File: config.mk
export PLATFORM = sky130hd
export DESIGN_NAME = updn_chain
export DESIGN_NICKNAME = d
export VERILOG_FILES = /design/src/rtl/updn_cnt_pkg.sv /design/src/rtl/updn_term_detect.sv /design/src/rtl/updn_stage.sv /design/src/rtl/updn_chain.sv
export SDC_FILE = /design/constraint.sdc
export NUM_CORES = 1
export LEC_CHECK = 0
export ABC_AREA = 0
export ABC_CLOCK_PERIOD_IN_PS = 8820
export BUFFER_PORTS_ARGS = -buffer_cell sky130_fd_sc_hd__clkbuf_2
export CAP_MARGIN = 20
export CORE_MARGIN = 1
export CORE_UTILIZATION = 55
export DETAILED_ROUTE_END_ITERATION = 16
export GPL_TIMING_DRIVEN = 0
export PLACE_DENSITY = 0.85
export SLEW_MARGIN = 20
export SYNTH_ARGS = -nofsm -noshare
export SYNTH_HDL_FRONTEND = slang
export SYNTH_SLANG_ARGS = --single-unit
File: constraint.sdc
create_clock -name clk -period 8.82 [get_ports clk]
set_input_delay 1.764 -clock clk [delete_from_list [all_inputs] [get_ports clk]]
set_output_delay 1.764 -clock clk [all_outputs]
set_load 0.01 [all_outputs]
File: src/rtl/updn_cnt_pkg.sv
package updn_cnt_pkg;

    localparam int unsigned STAGE_W = 8;

    typedef enum logic [1:0] {
        OP_HOLD = 2'd0,
        OP_LOAD = 2'd1,
        OP_INC  = 2'd2,
        OP_DEC  = 2'd3
    } op_e;

    typedef struct packed {
        logic load_n;
        logic up;
        logic par_en_n;
        logic chain_en_n;
    } ctrl_t;

    // Load wins; counting needs both active-low enables low.
    function automatic op_e pick_op(ctrl_t c);
        if (!c.load_n)
            return OP_LOAD;
        else if (!c.par_en_n && !c.chain_en_n)
            return c.up ? OP_INC : OP_DEC;
        else
            return OP_HOLD;
    endfunction

endpackage

File: src/rtl/updn_term_detect.sv
module updn_term_detect #(
    parameter int unsigned W = 8
) (
    input  logic [W-1:0] value,
    input  logic         up,
    input  logic         chain_en_n,
    output logic         term_n
);
    logic at_top;
    logic at_bottom;
    logic at_end;

    always_comb begin
        at_top    = &value;
        at_bottom = ~|value;
        at_end    = up ? at_top : at_bottom;
        term_n    = ~(at_end & ~chain_en_n);
    end
endmodule

File: src/rtl/updn_stage.sv
module updn_stage
    import updn_cnt_pkg::*;
#(
    parameter int unsigned W = STAGE_W
) (
    input  logic         clk,
    input  logic         rst,
    input  ctrl_t        ctrl,
    input  logic [W-1:0] din,
    output logic [W-1:0] q,
    output logic         term_n
);
    op_e          op;
    logic [W-1:0] q_nxt;

    always_comb begin
        op = pick_op(ctrl);
        unique case (op)
            OP_LOAD: q_nxt = din;
            OP_INC:  q_nxt = q + W'(1);
            OP_DEC:  q_nxt = q - W'(1);
            default: q_nxt = q;
        endcase
    end

    always_ff @(posedge clk) begin
        if (rst) q <= '0;
        else     q <= q_nxt;
    end

    updn_term_detect #(.W(W)) u_term (
        .value      (q),
        .up         (ctrl.up),
        .chain_en_n (ctrl.chain_en_n),
        .term_n     (term_n)
    );


    load_takes_din_chk: assert property (@(posedge clk) disable iff (rst)
        !ctrl.load_n |=> q == $past(din));

    inc_step_chk: assert property (@(posedge clk) disable iff (rst)
        (ctrl.load_n && !ctrl.par_en_n && !ctrl.chain_en_n && ctrl.up)
        |=> q == W'($past(q) + W'(1)));

    dec_step_chk: assert property (@(posedge clk) disable iff (rst)
        (ctrl.load_n && !ctrl.par_en_n && !ctrl.chain_en_n && !ctrl.up)
        |=> q == W'($past(q) - W'(1)));

    hold_value_chk: assert property (@(posedge clk) disable iff (rst)
        (ctrl.load_n && (ctrl.par_en_n || ctrl.chain_en_n)) |=> $stable(q));

    term_gated_chk: assert property (@(posedge clk) disable iff (rst)
        ctrl.chain_en_n |-> term_n);

    reset_clear_chk: assert property (@(posedge clk)
        rst |=> q == '0);
endmodule

File: src/rtl/updn_chain.sv
module updn_chain
    import updn_cnt_pkg::*;
#(
    parameter int unsigned STAGES = 2
) (
    input  logic                      clk,
    input  logic                      rst,
    input  logic                      load_n,
    input  logic                      up,
    input  logic                      par_en_n,
    input  logic                      chain_en_n,
    input  logic [STAGES*STAGE_W-1:0] din,
    output logic [STAGES*STAGE_W-1:0] q,
    output logic                      carry_n
);
    localparam int unsigned TOTAL_W = STAGES * STAGE_W;

    logic [STAGES:0] link_n;

    assign link_n[0] = chain_en_n;

    for (genvar s = 0; s < STAGES; s++) begin : g_stage
        ctrl_t stage_ctrl;
        assign stage_ctrl = '{load_n: load_n, up: up,
                              par_en_n: par_en_n, chain_en_n: link_n[s]};

        updn_stage #(.W(STAGE_W)) u_stage (
            .clk    (clk),
            .rst    (rst),
            .ctrl   (stage_ctrl),
            .din    (din[s*STAGE_W +: STAGE_W]),
            .q      (q[s*STAGE_W +: STAGE_W]),
            .term_n (link_n[s+1])
        );
    end

    assign carry_n = link_n[STAGES];


    up_wrap_chk: assert property (@(posedge clk) disable iff (rst)
        (load_n && !par_en_n && !chain_en_n && up && (q == {TOTAL_W{1'b1}}))
        |=> q == '0);

    held_flag_chk: assert property (@(posedge clk) disable iff (rst)
        (par_en_n && !chain_en_n && up && (q == {TOTAL_W{1'b1}})) |-> !carry_n);
endmodule

==> flow_metrics.tcl, run 1 <==
set metrics [dict create \
    post_cts_resized 0 \
    finalInstanceArea_sq_um 1670 \
    slowest_delay_ns 0.35 \
    critPathBufInv 2 \
    diodes 0 \
    setup_viol 0 \
    avgViaCountPerCell 5.83 \
    clkTransAtPathRegs_ns 0.10 \
    hold_viol_final 0 \
    synth-seq-area-share_pct 22.6 \
    cp_slowest_cell "or3_1" \
    ys_ff_latch 16 \
    critPathMaxFanout 9 \
    gp_congestion 0.829 \
    cap_violations 0 \
    synth_fp_nets 222 \
    holdPathEnd "g_stage[0].u_stage.q[5]" \
    p_seq_share_pct 45.6 \
    pin_count 39 \
    grt-ovfl-total 0 \
    fin_total_pwr_uw 188 \
    synthMuxAreaShare_pct 2.82 \
    fin_util_pct 68.2 \
    htreeDepth 1 \
    cts_tree "yes" \
    crit_cells 5 \
    worstPathRequired_ns 7.06 \
    cp-end-kind "output pin" \
    synth_area_leaders "dfxtp_1 23%, ha_1 11%, nor2_1 6.6%" \
    synth_edf_count 0 \
    crit_family "simple AND/OR/NAND/NOR gates" \
    antenna_found_initial 0 \
    synth_top_family_by_area "simple AND/OR/NAND/NOR gates" \
    grtUsageTotal_pct 27.5 \
    synth_cell_type_count 43 \
    die_y_um 52.8 \
    syn_to_final_growth_pct 17.9 \
    fmax_mhz 211 \
    drc 2 \
    synth-compound-area-share_pct 22.9 \
    routed_wl_um 3560 \
    die_x_um 52.8 \
    io_buffers 36 \
    syn_inst 186 \
    ys_top_cells_by_count "25 x nor2_1, 16 x dfxtp_1, 15 x nand2_1, 13 x inv_1, 12 x ha_1" \
    finalNetCount 263 \
    cell_internal_pwr_uw 126 \
    r2r_start "g_stage[0].u_stage.q[7]" \
    holdPathStages 2 \
    grt_pass1_vias 1329 \
    clockPowerShare_pct 27.1 \
    die_area_sq_um 2790 \
    hp-class "reg -> reg" \
    skew_ns 0.00624 \
    largest_register_ffs 16 \
    path_class "in -> out" \
    swShare_pct 33.1 \
    yosysMostFrequentCell "nor2_1" \
    routedWlPerCell_um 13.9 \
    tightest_slew_ns 0.602 \
    period_needed_ns 4.74 \
    powerDensity_nw_per_um2 112 \
    violations "DRC" \
    worst_slack_ns 4.08 \
    top_regs "g_stage.u_stage.q x16" \
    status "finished with violations" \
    fill_cells 229 \
    yosysTopAreaCellShare_pct 22.6 \
    clk_latency_ns 0.30 \
    combPwrFrac_pct 27.3 \
    start_util_pct 57.8 \
    core_area_sq_um 2450 \
    yosys.area_share.simple_pct 28.1 \
    largest_register "g_stage.u_stage.q" \
    async_flop_share_pct 0 \
    drive_gt1_share_pct 21.7 \
    drt-initial-drc-count 53 \
    netSwitchingPower_uw 62.3 \
    cts_sinks 16 \
    place_hpwl_um 2710 \
    path_cells "clkbuf_1 > nand3b_2 > and2_2 > or3_1 > clkbuf_2" \
    ant_nets 0 \
    synth_area_per_cell_sq_um 7.64 \
    rrSetupSlack_ns 5.67 \
    leakagePower_uw 0.000737 \
    worstReg2RegEnd "g_stage[1].u_stage.q[6]" \
    arrival_ns 2.98 \
    clockRootBuffer "clkbuf_4" \
    r2r_cells 11 \
    netlist_area_sq_um 1420 \
    placed_area_sq_um 1640 \
    synth_xor_area_share_pct 4.93 \
    cts_buffers 3 \
    pre_cts_slack_ns 4.08 \
    rows 18 \
    via_count 1493 \
    ys.flop_type "dfxtp_1" \
    rsz0062_at_grt "no" \
    ctsLongestPathBuffers 2 \
    yosys.area.top_type "dfxtp_1" \
    min_period_over_period_pct 53.8 \
    yosys.area_share.adder_pct 13.4 \
    grt_max_degree 11 \
    cts_hold_buf 0 \
    dr.pass1.iters 10 \
    drv_slew 0 \
    hp-start "g_stage[0].u_stage.q[5]" \
    yosys_warnings 0 \
    slew_headroom_pct 59.9 \
    tns_ns 0 \
    grt_pass1_wl_um 5580 \
    peakVddDrop_uv 86.1 \
    critPathLaunchType "primary input" \
    postCtsSetupBuffers 0 \
]
## tightest hold or removal path: stages, from the launching register on
cell and delay [ns]:
dfxtp_1 0.37, nand2_1 0.07, a311oi_1 0.08
## metrics by stage
stage | instances | hold WS, ns
final | 256 | 0.561
after CTS | 256 | 0.558
after floorplan | 186 | 0.544
after global routing | 256 | 0.596
after detailed placement | 252 | 0.544
after global placement | 252 | 0.544
## cell families after synthesis
group,count (synthesis)
compound gates,46
buf+inv,20
mux,4
flops,16
simple gates,78
fa+ha+maj,14
xor+xnor,8
## per-layer routing
metal / vias to the layer above / global-route usage, % / wire length (um)
met4: 0 / 10.1 / 52
met1: 678 / 34.5 / 1640
li1: 757 / - / -
met2: 51 / 47.5 / 1670
met3: 7 / 3.19 / 196
met5: - / 0 / 0
## area by class of cell
class / instances / area, sq um / share of cell area [%]
inverter: 13 / 48.8 / 2.91
buffer: 7 / 26.3 / 1.57
clock buffer: 4 / 36.3 / 2.17
multi-input combinational: 150 / 1020 / 61.2
tap: 30 / 37.5 / 2.24
sequential: 16 / 320 / 19.1
timing repair buffer: 36 / 180 / 10.8
## power groups by stage
stage	registers [uW]	logic [uW]	clock network, uW
2_1_floorplan	87.9	32.3	0
3_3_place_gp	87.2	49.7	0
3_5_place_dp	87.3	50.9	0
4_1_cts	85.7	51.3	49.9
5_1_grt	86.8	57.5	55.7
6_report	85.9	51.3	50.9
## how the worst max path moves through the flow
stage / endpoint / start / slack (ns)
2_1_floorplan: carry_n / up / 4.27
3_3_place_gp: carry_n / up / 4.09
3_5_place_dp: carry_n / up / 4.08
4_1_cts: carry_n / up / 4.08
5_1_grt: carry_n / up / 3.97
6_report: carry_n / up / 4.08
## placed cells by master, fill, tap and decap left out, types with 2 or more instances in the layout
| cell type | netlist | routed |
|---|---|---|
| a21oi_1 | 9 | 9 |
| a21o_1 | 3 | 3 |
| nor3_1 | 8 | 8 |
| fa_1 | 2 | 2 |
| dfxtp_1 | 16 | 16 |
| o21a_1 | 2 | 2 |
| or3_1 | 4 | 4 |
| o21ai_0 | 9 | 9 |
| nor2b_1 | 2 | 2 |
| nand2_1 | 15 | 15 |
| clkbuf_2 | 0 | 36 |
| ha_1 | 12 | 12 |
| clkbuf_4 | 0 | 3 |
| nor2_1 | 25 | 25 |
| nor4_2 | 2 | 2 |
| mux2i_1 | 4 | 4 |
| nand3_1 | 9 | 9 |
| o211ai_1 | 5 | 5 |
| nand3b_1 | 2 | 2 |
| clkbuf_1 | 6 | 6 |
| inv_1 | 13 | 13 |
| xnor2_1 | 8 | 8 |
| a211oi_1 | 5 | 5 |
| a311oi_1 | 4 | 4 |
(Power assumes the default switching activity.)
==> inputs of run 2 (changes only) <==
--- a/config.mk
+++ b/config.mk
@@ -5,15 +5,15 @@
 export SDC_FILE = /design/constraint.sdc
 export NUM_CORES = 1
 export LEC_CHECK = 0
-export ABC_AREA = 0
-export ABC_CLOCK_PERIOD_IN_PS = 8820
+export ABC_AREA = 1
+export ABC_CLOCK_PERIOD_IN_PS = 4900
 export BUFFER_PORTS_ARGS = -buffer_cell sky130_fd_sc_hd__clkbuf_2
 export CAP_MARGIN = 20
 export CORE_MARGIN = 1
-export CORE_UTILIZATION = 55
+export CORE_UTILIZATION = 53
 export DETAILED_ROUTE_END_ITERATION = 16
 export GPL_TIMING_DRIVEN = 0
-export PLACE_DENSITY = 0.85
+export PLACE_DENSITY = 0.82
 export SLEW_MARGIN = 20
 export SYNTH_ARGS = -nofsm -noshare
 export SYNTH_HDL_FRONTEND = slang
==> constraint.sdc (replaced) <==
create_clock -name clk -period 4.9 [get_ports clk]
set_input_delay 0.98 -clock clk [delete_from_list [all_inputs] [get_ports clk]]
set_output_delay 0.98 -clock clk [all_outputs]
set_load 0.01 [all_outputs]
==> flow_metrics.tcl, run 2 <==
set metrics [dict create \
    cts_hold_buf 0 \
    ys_top_cells_by_count "77 x nand2_1, 34 x inv_1, 19 x nor2_1, 17 x nand3_1, 16 x dfxtp_1" \
    slew_headroom_pct 64.1 \
    cell_internal_pwr_uw 222 \
    swShare_pct 35.6 \
    holdPathEnd "g_stage[1].u_stage.q[2]" \
    powerDensity_nw_per_um2 193 \
    drv_slew 0 \
    r2r_cells 12 \
    yosys.area.top_type "dfxtp_1" \
    synth_area_per_cell_sq_um 6.13 \
    layout_common_cells "77 x nand2_1, 38 x clkbuf_2, 34 x inv_1" \
    postCtsSetupBuffers 0 \
    yosysTopAreaCellShare_pct 21.1 \
    grt_pass1_wl_um 6580 \
    netSwitchingPower_uw 123 \
    place_hpwl_um 2960 \
    async_flop_share_pct 0 \
    syn_to_final_growth_pct 17.4 \
    tns_ns 0 \
    cts_sinks 16 \
    post_cts_resized 0 \
    pin_count 39 \
    die_y_um 55.6 \
    io_buffers 38 \
    setup_viol 0 \
    period_needed_ns 2.77 \
    drc 0 \
    status "complete, no violations" \
    netlist_area_sq_um 1520 \
    dr.pass1.iters 4 \
    largest_register "g_stage.u_stage.q" \
    start_util_pct 55.7 \
    drt-initial-drc-count 48 \
    tightest_slew_ns 0.536 \
    synth_fp_nets 284 \
    seq_area_sq_um 320 \
    holdPathStages 2 \
    diodes 0 \
    cap_violations 0 \
    via_count 1693 \
    grtUsageTotal_pct 26.9 \
    critPathMaxFanout 10 \
    ant_nets 0 \
    yosys_warnings 0 \
    peakVddDrop_uv 127 \
    ys_ff_latch 16 \
    cp-end-kind "register" \
    yosysMostFrequentCell "nand2_1" \
    hp-class "reg -> reg" \
    fill_cells 281 \
    synth_area_leaders "dfxtp_1 21%, nand2_1 19%, ha_1 9.9%" \
    routedWlPerCell_um 12.0 \
    r2r_start "g_stage[0].u_stage.q[4]" \
    syn_inst 248 \
    fin_util_pct 65.4 \
    cts_tree "yes" \
    arrival_ns 2.96 \
    worstPathRequired_ns 5.09 \
    core_area_sq_um 2730 \
    largest_register_ffs 16 \
    synth_cell_type_count 30 \
    p_seq_share_pct 43.9 \
    ys.flop_type "dfxtp_1" \
    path_class "in -> reg" \
    grt_pass1_vias 1505 \
    cts_buffers 3 \
    skew_ns 0.00126 \
    synth_edf_count 0 \
    clk_latency_ns 0.31 \
    cp_slowest_cell "ha_1" \
    die_area_sq_um 3090 \
    worstReg2RegEnd "g_stage[1].u_stage.q[7]" \
    antenna_found_initial 0 \
    multiInputGateArea_sq_um 1040 \
    finalNetCount 327 \
    hold_viol_final 0 \
    critPathLaunchType "primary input" \
    placed_area_sq_um 1750 \
    fmax_mhz 361 \
    clockPowerShare_pct 28.9 \
    grt-ovfl-total 0 \
    top_regs "g_stage.u_stage.q x16" \
    slowest_delay_ns 0.34 \
    ctsLongestPathBuffers 2 \
    clkTransAtPathRegs_ns 0.11 \
    gp_congestion 0.888 \
    avgViaCountPerCell 5.27 \
    rows 19 \
    htreeDepth 1 \
    die_x_um 55.6 \
    rrSetupSlack_ns 2.55 \
    clockRootBuffer "clkbuf_4" \
    finalInstanceArea_sq_um 1790 \
    routed_wl_um 3870 \
    synth-seq-area-share_pct 21.1 \
    path_cells "clkbuf_2 > inv_2 > nand2_2 > nor2_8 > nand3_1 > inv_1 > ha_1 > a21oi_1 > nand2_1 > a21oi_1 > nand3_1 > nand3_1 > a21oi_1" \
    rsz0062_at_grt "no" \
    leakagePower_uw 0.00102 \
    drive_gt1_share_pct 19.0 \
    combPwrFrac_pct 27.2 \
    grt_max_degree 11 \
    min_period_over_period_pct 56.5 \
    hp-start "g_stage[1].u_stage.q[2]" \
    final_common_cell "nand2_1" \
]
==> run 2: changes by cell type after synthesis, sizes merged, moves of 6 or more <==
| cell | change |
|---|---|
| a211oi | -6 |
| inv | +25 |
| nand2 | +65 |
| nand3 | +8 |
| xnor2 | -7 |
==> run 2: layout make-up <==
cell class / instances / share of cell area (%)
repair buffers: 38 / 10.6
plain buffers: 3 / 1.12
inverters: 38 / 7.98
well taps: 31 / 2.17
clock buffers: 4 / 2.03
flip-flops and latches: 16 / 17.9
multi-input cells: 191 / 58.1
==> run 2: how the worst max path moves through the flow <==
stage	start	to	slack, ns
after CTS	par_en_n	g_stage[1].u_stage.q[7]	2.14
final	chain_en_n	g_stage[1].u_stage.q[7]	2.13
after detailed placement	chain_en_n	g_stage[1].u_stage.q[7]	1.81
after global placement	chain_en_n	g_stage[1].u_stage.q[7]	1.82
after floorplan	par_en_n	g_stage[1].u_stage.q[7]	2.23
after global routing	par_en_n	g_stage[1].u_stage.q[7]	1.90
==> run 2: power groups by stage <==
stage               Sequential [uW]  Combinational [uW]  Clock, uW
finish                          151                93.9       99.9
global route                    153                 107        104
CTS                             151                94.1        100
detailed placement              154                93.6          0
global placement                154                92.6          0
floorplan                       155                60.1          0
==> run 2: logic make-up after synthesis <==
logic type | synth area share (%)
adder cells (fa/ha/maj) | 12.5
flip-flops | 21.1
buffers and inverters | 10.7
AND/OR/NAND/NOR | 38.9
AO/OA/AOI/OAI | 14.0
XOR/XNOR | 2.88
==> run 2: layer usage <==
metal | vias to the layer above | track usage, % | part of all wire [%]
met4 | 0 | 11.1 | 1.5
met1 | 734 | 37.6 | 48
met2 | 56 | 42.7 | 43
met5 | - | 0 | 0
li1 | 898 | - | -
met3 | 5 | 2.33 | 6.6
==> run 2: worst max-delay path, delay by kind of cell <==
kind | cells | cell delay [ns]
adders and majority gates | 1 | 0.34
AOI/OAI and AO/OA | 3 | 0.48
and+or+nand+nor | 6 | 0.81
buffers and inverters | 3 | 0.35
==> run 2: per-stage QoR <==
step | setup WS (ns) | total power (uW) | hold WS (ns) | cells
final | 2.13 | 345 | 0.552 | 321
after CTS | 2.14 | 346 | 0.546 | 321
after global routing | 1.90 | 364 | 0.580 | 321
after detailed placement | 1.81 | 248 | 0.530 | 317
after global placement | 1.82 | 247 | 0.530 | 317
after floorplan | 2.23 | 215 | 0.535 | 248
==> inputs of run 3 (changes only) <==
--- a/config.mk
+++ b/config.mk
@@ -6,14 +6,14 @@
 export NUM_CORES = 1
 export LEC_CHECK = 0
 export ABC_AREA = 1
-export ABC_CLOCK_PERIOD_IN_PS = 4900
+export ABC_CLOCK_PERIOD_IN_PS = 2400
 export BUFFER_PORTS_ARGS = -buffer_cell sky130_fd_sc_hd__clkbuf_2
 export CAP_MARGIN = 20
 export CORE_MARGIN = 1
-export CORE_UTILIZATION = 53
+export CORE_UTILIZATION = 48
 export DETAILED_ROUTE_END_ITERATION = 16
 export GPL_TIMING_DRIVEN = 0
-export PLACE_DENSITY = 0.82
+export PLACE_DENSITY = 0.78
 export SLEW_MARGIN = 20
 export SYNTH_ARGS = -nofsm -noshare
 export SYNTH_HDL_FRONTEND = slang
==> constraint.sdc (replaced) <==
create_clock -name clk -period 2.4 [get_ports clk]
set_input_delay 0.48 -clock clk [delete_from_list [all_inputs] [get_ports clk]]
set_output_delay 0.48 -clock clk [all_outputs]
set_load 0.01 [all_outputs]
==> flow_metrics.tcl, run 3 (synthesis gave the netlist of run 2 again) <==
set metrics [dict create \
    fill_cells 318 \
    antenna_found_initial 0 \
    core_area_sq_um 3030 \
    pin_count 39 \
    slew_headroom_pct 64.1 \
    status "complete, no violations" \
    cts_hold_buf 0 \
    rows 20 \
    cts_sinks 16 \
    finalInstanceArea_sq_um 1830 \
    seq_area_sq_um 320 \
    largest_register_ffs 16 \
    clkTransAtPathRegs_ns 0.10 \
    multiInputGateArea_sq_um 1060 \
    place_hpwl_um 3020 \
    arrival_ns 2.40 \
    ctsLongestPathBuffers 2 \
    avgViaCountPerCell 5.14 \
    fmax_mhz 460 \
    hp-class "in -> reg" \
    grtUsageTotal_pct 23.6 \
    setup_viol 0 \
    drc 0 \
    powerDensity_nw_per_um2 377 \
    grt-ovfl-total 0 \
    diodes 0 \
    grt_pass1_wl_um 6290 \
    clockRootBuffer "clkbuf_4" \
    drt-initial-drc-count 94 \
    min_period_over_period_pct 90.5 \
    cap_violations 0 \
    io_buffers 38 \
    final_common_cell "nand2_1" \
    peakVddDrop_uv 266 \
    htreeDepth 1 \
    routed_wl_um 3860 \
    top_regs "g_stage.u_stage.q x16" \
    drv_slew 0 \
    routedWlPerCell_um 11.5 \
    critPathLaunchType "register" \
    cts_buffers 3 \
    gp_congestion 0.893 \
    path_class "reg -> reg" \
    fin_total_pwr_uw 690 \
    skew_ns 0.00215 \
    syn_to_final_growth_pct 20.2 \
    layout_common_cells "77 x nand2_1, 38 x clkbuf_2, 33 x inv_1" \
    dp_cells 330 \
    hold_viol_final 0 \
    die_y_um 58.3 \
    drive_gt1_share_pct 20.6 \
    placed_area_sq_um 1770 \
    die_area_sq_um 3400 \
    grt_max_degree 11 \
    leakagePower_uw 0.00103 \
    via_count 1721 \
    tightest_slew_ns 0.538 \
    ant_nets 0 \
    critPathMaxFanout 6 \
    cp-end-kind "register" \
    grt_pass1_vias 1441 \
    finalNetCount 328 \
    cts_tree "yes" \
    r2r_cells 13 \
    worstPathRequired_ns 2.62 \
    clk_latency_ns 0.29 \
    layoutNonFillerInstCount 335 \
    die_x_um 58.3 \
    rsz0062_at_grt "no" \
    dr.pass1.iters 4 \
    start_util_pct 50.2 \
    largest_register "g_stage.u_stage.q" \
    holdPathStages 2 \
    period_needed_ns 2.17 \
]
run 3: metal layers:
layer	GRT usage (%)	vias up	wire, um
li1	-	899	-
met1	35.2	758	1920
met2	37.1	64	1650
met3	4.18	0	287
met4	2.04	0	0
met5	0	-	0
run 3: worst paths after layout:
check,start,to,slack (ns)
worst max-delay path,g_stage[0].u_stage.q[4],g_stage[1].u_stage.q[7],0.23
worst min-delay path,rst,g_stage[0].u_stage.q[2],0.40
worst max register to register,g_stage[0].u_stage.q[4],g_stage[1].u_stage.q[7],0.23
worst min register to register,g_stage[0].u_stage.q[2],g_stage[0].u_stage.q[2],0.56
run 3: cell type report:
| class | instances | share of cell area, % |
|---|---|---|
| inverter | 38 | 7.80 |
| buffer | 3 | 1.09 |
| sequential | 16 | 17.5 |
| multi-input combinational | 191 | 57.8 |
| timing repair buffer | 39 | 10.8 |
| clock buffer | 4 | 1.98 |
| tap | 44 | 3.01 |
run 3: where the power goes:
part	leakage (uW)	switching (uW)	total (uW)	internal, uW
logic	0.000875	117	197	79.4
registers	0.000132	26.5	309	283
clock network	0.0000210	91.0	183	92.4
run 3: worst max-delay path: stages (launching register included):
cell and delay, ns:
dfxtp_1 0.37, nor2_1 0.16, nand2_1 0.07, nor2_1 0.16, nand3_2 0.12, inv_2 0.13, ha_1 0.32, a21oi_2 0.19
nand2_1 0.11, a21oi_2 0.15, inv_1 0.05, nand2_1 0.06, nand3_1 0.08, a21oi_1 0.12
run 3: stage by stage:
step           TNS, ns  utilization (%)  hold WS [ns]  setup WS [ns]
2_1_floorplan        0                -         0.535          0.233
3_3_place_gp    -0.694             58.3         0.530         -0.191
3_5_place_dp    -0.654             58.3         0.547         -0.168
4_1_cts              0             59.5         0.402         0.0810
5_1_grt              0             60.4         0.410         0.0213
6_report             0             60.4         0.399          0.228
run 3: repair_timing:
item                       in CTS  in global routing
setup buffers                   0                  1
setup endpoints to repair       0                  6
resized for setup               0                  6
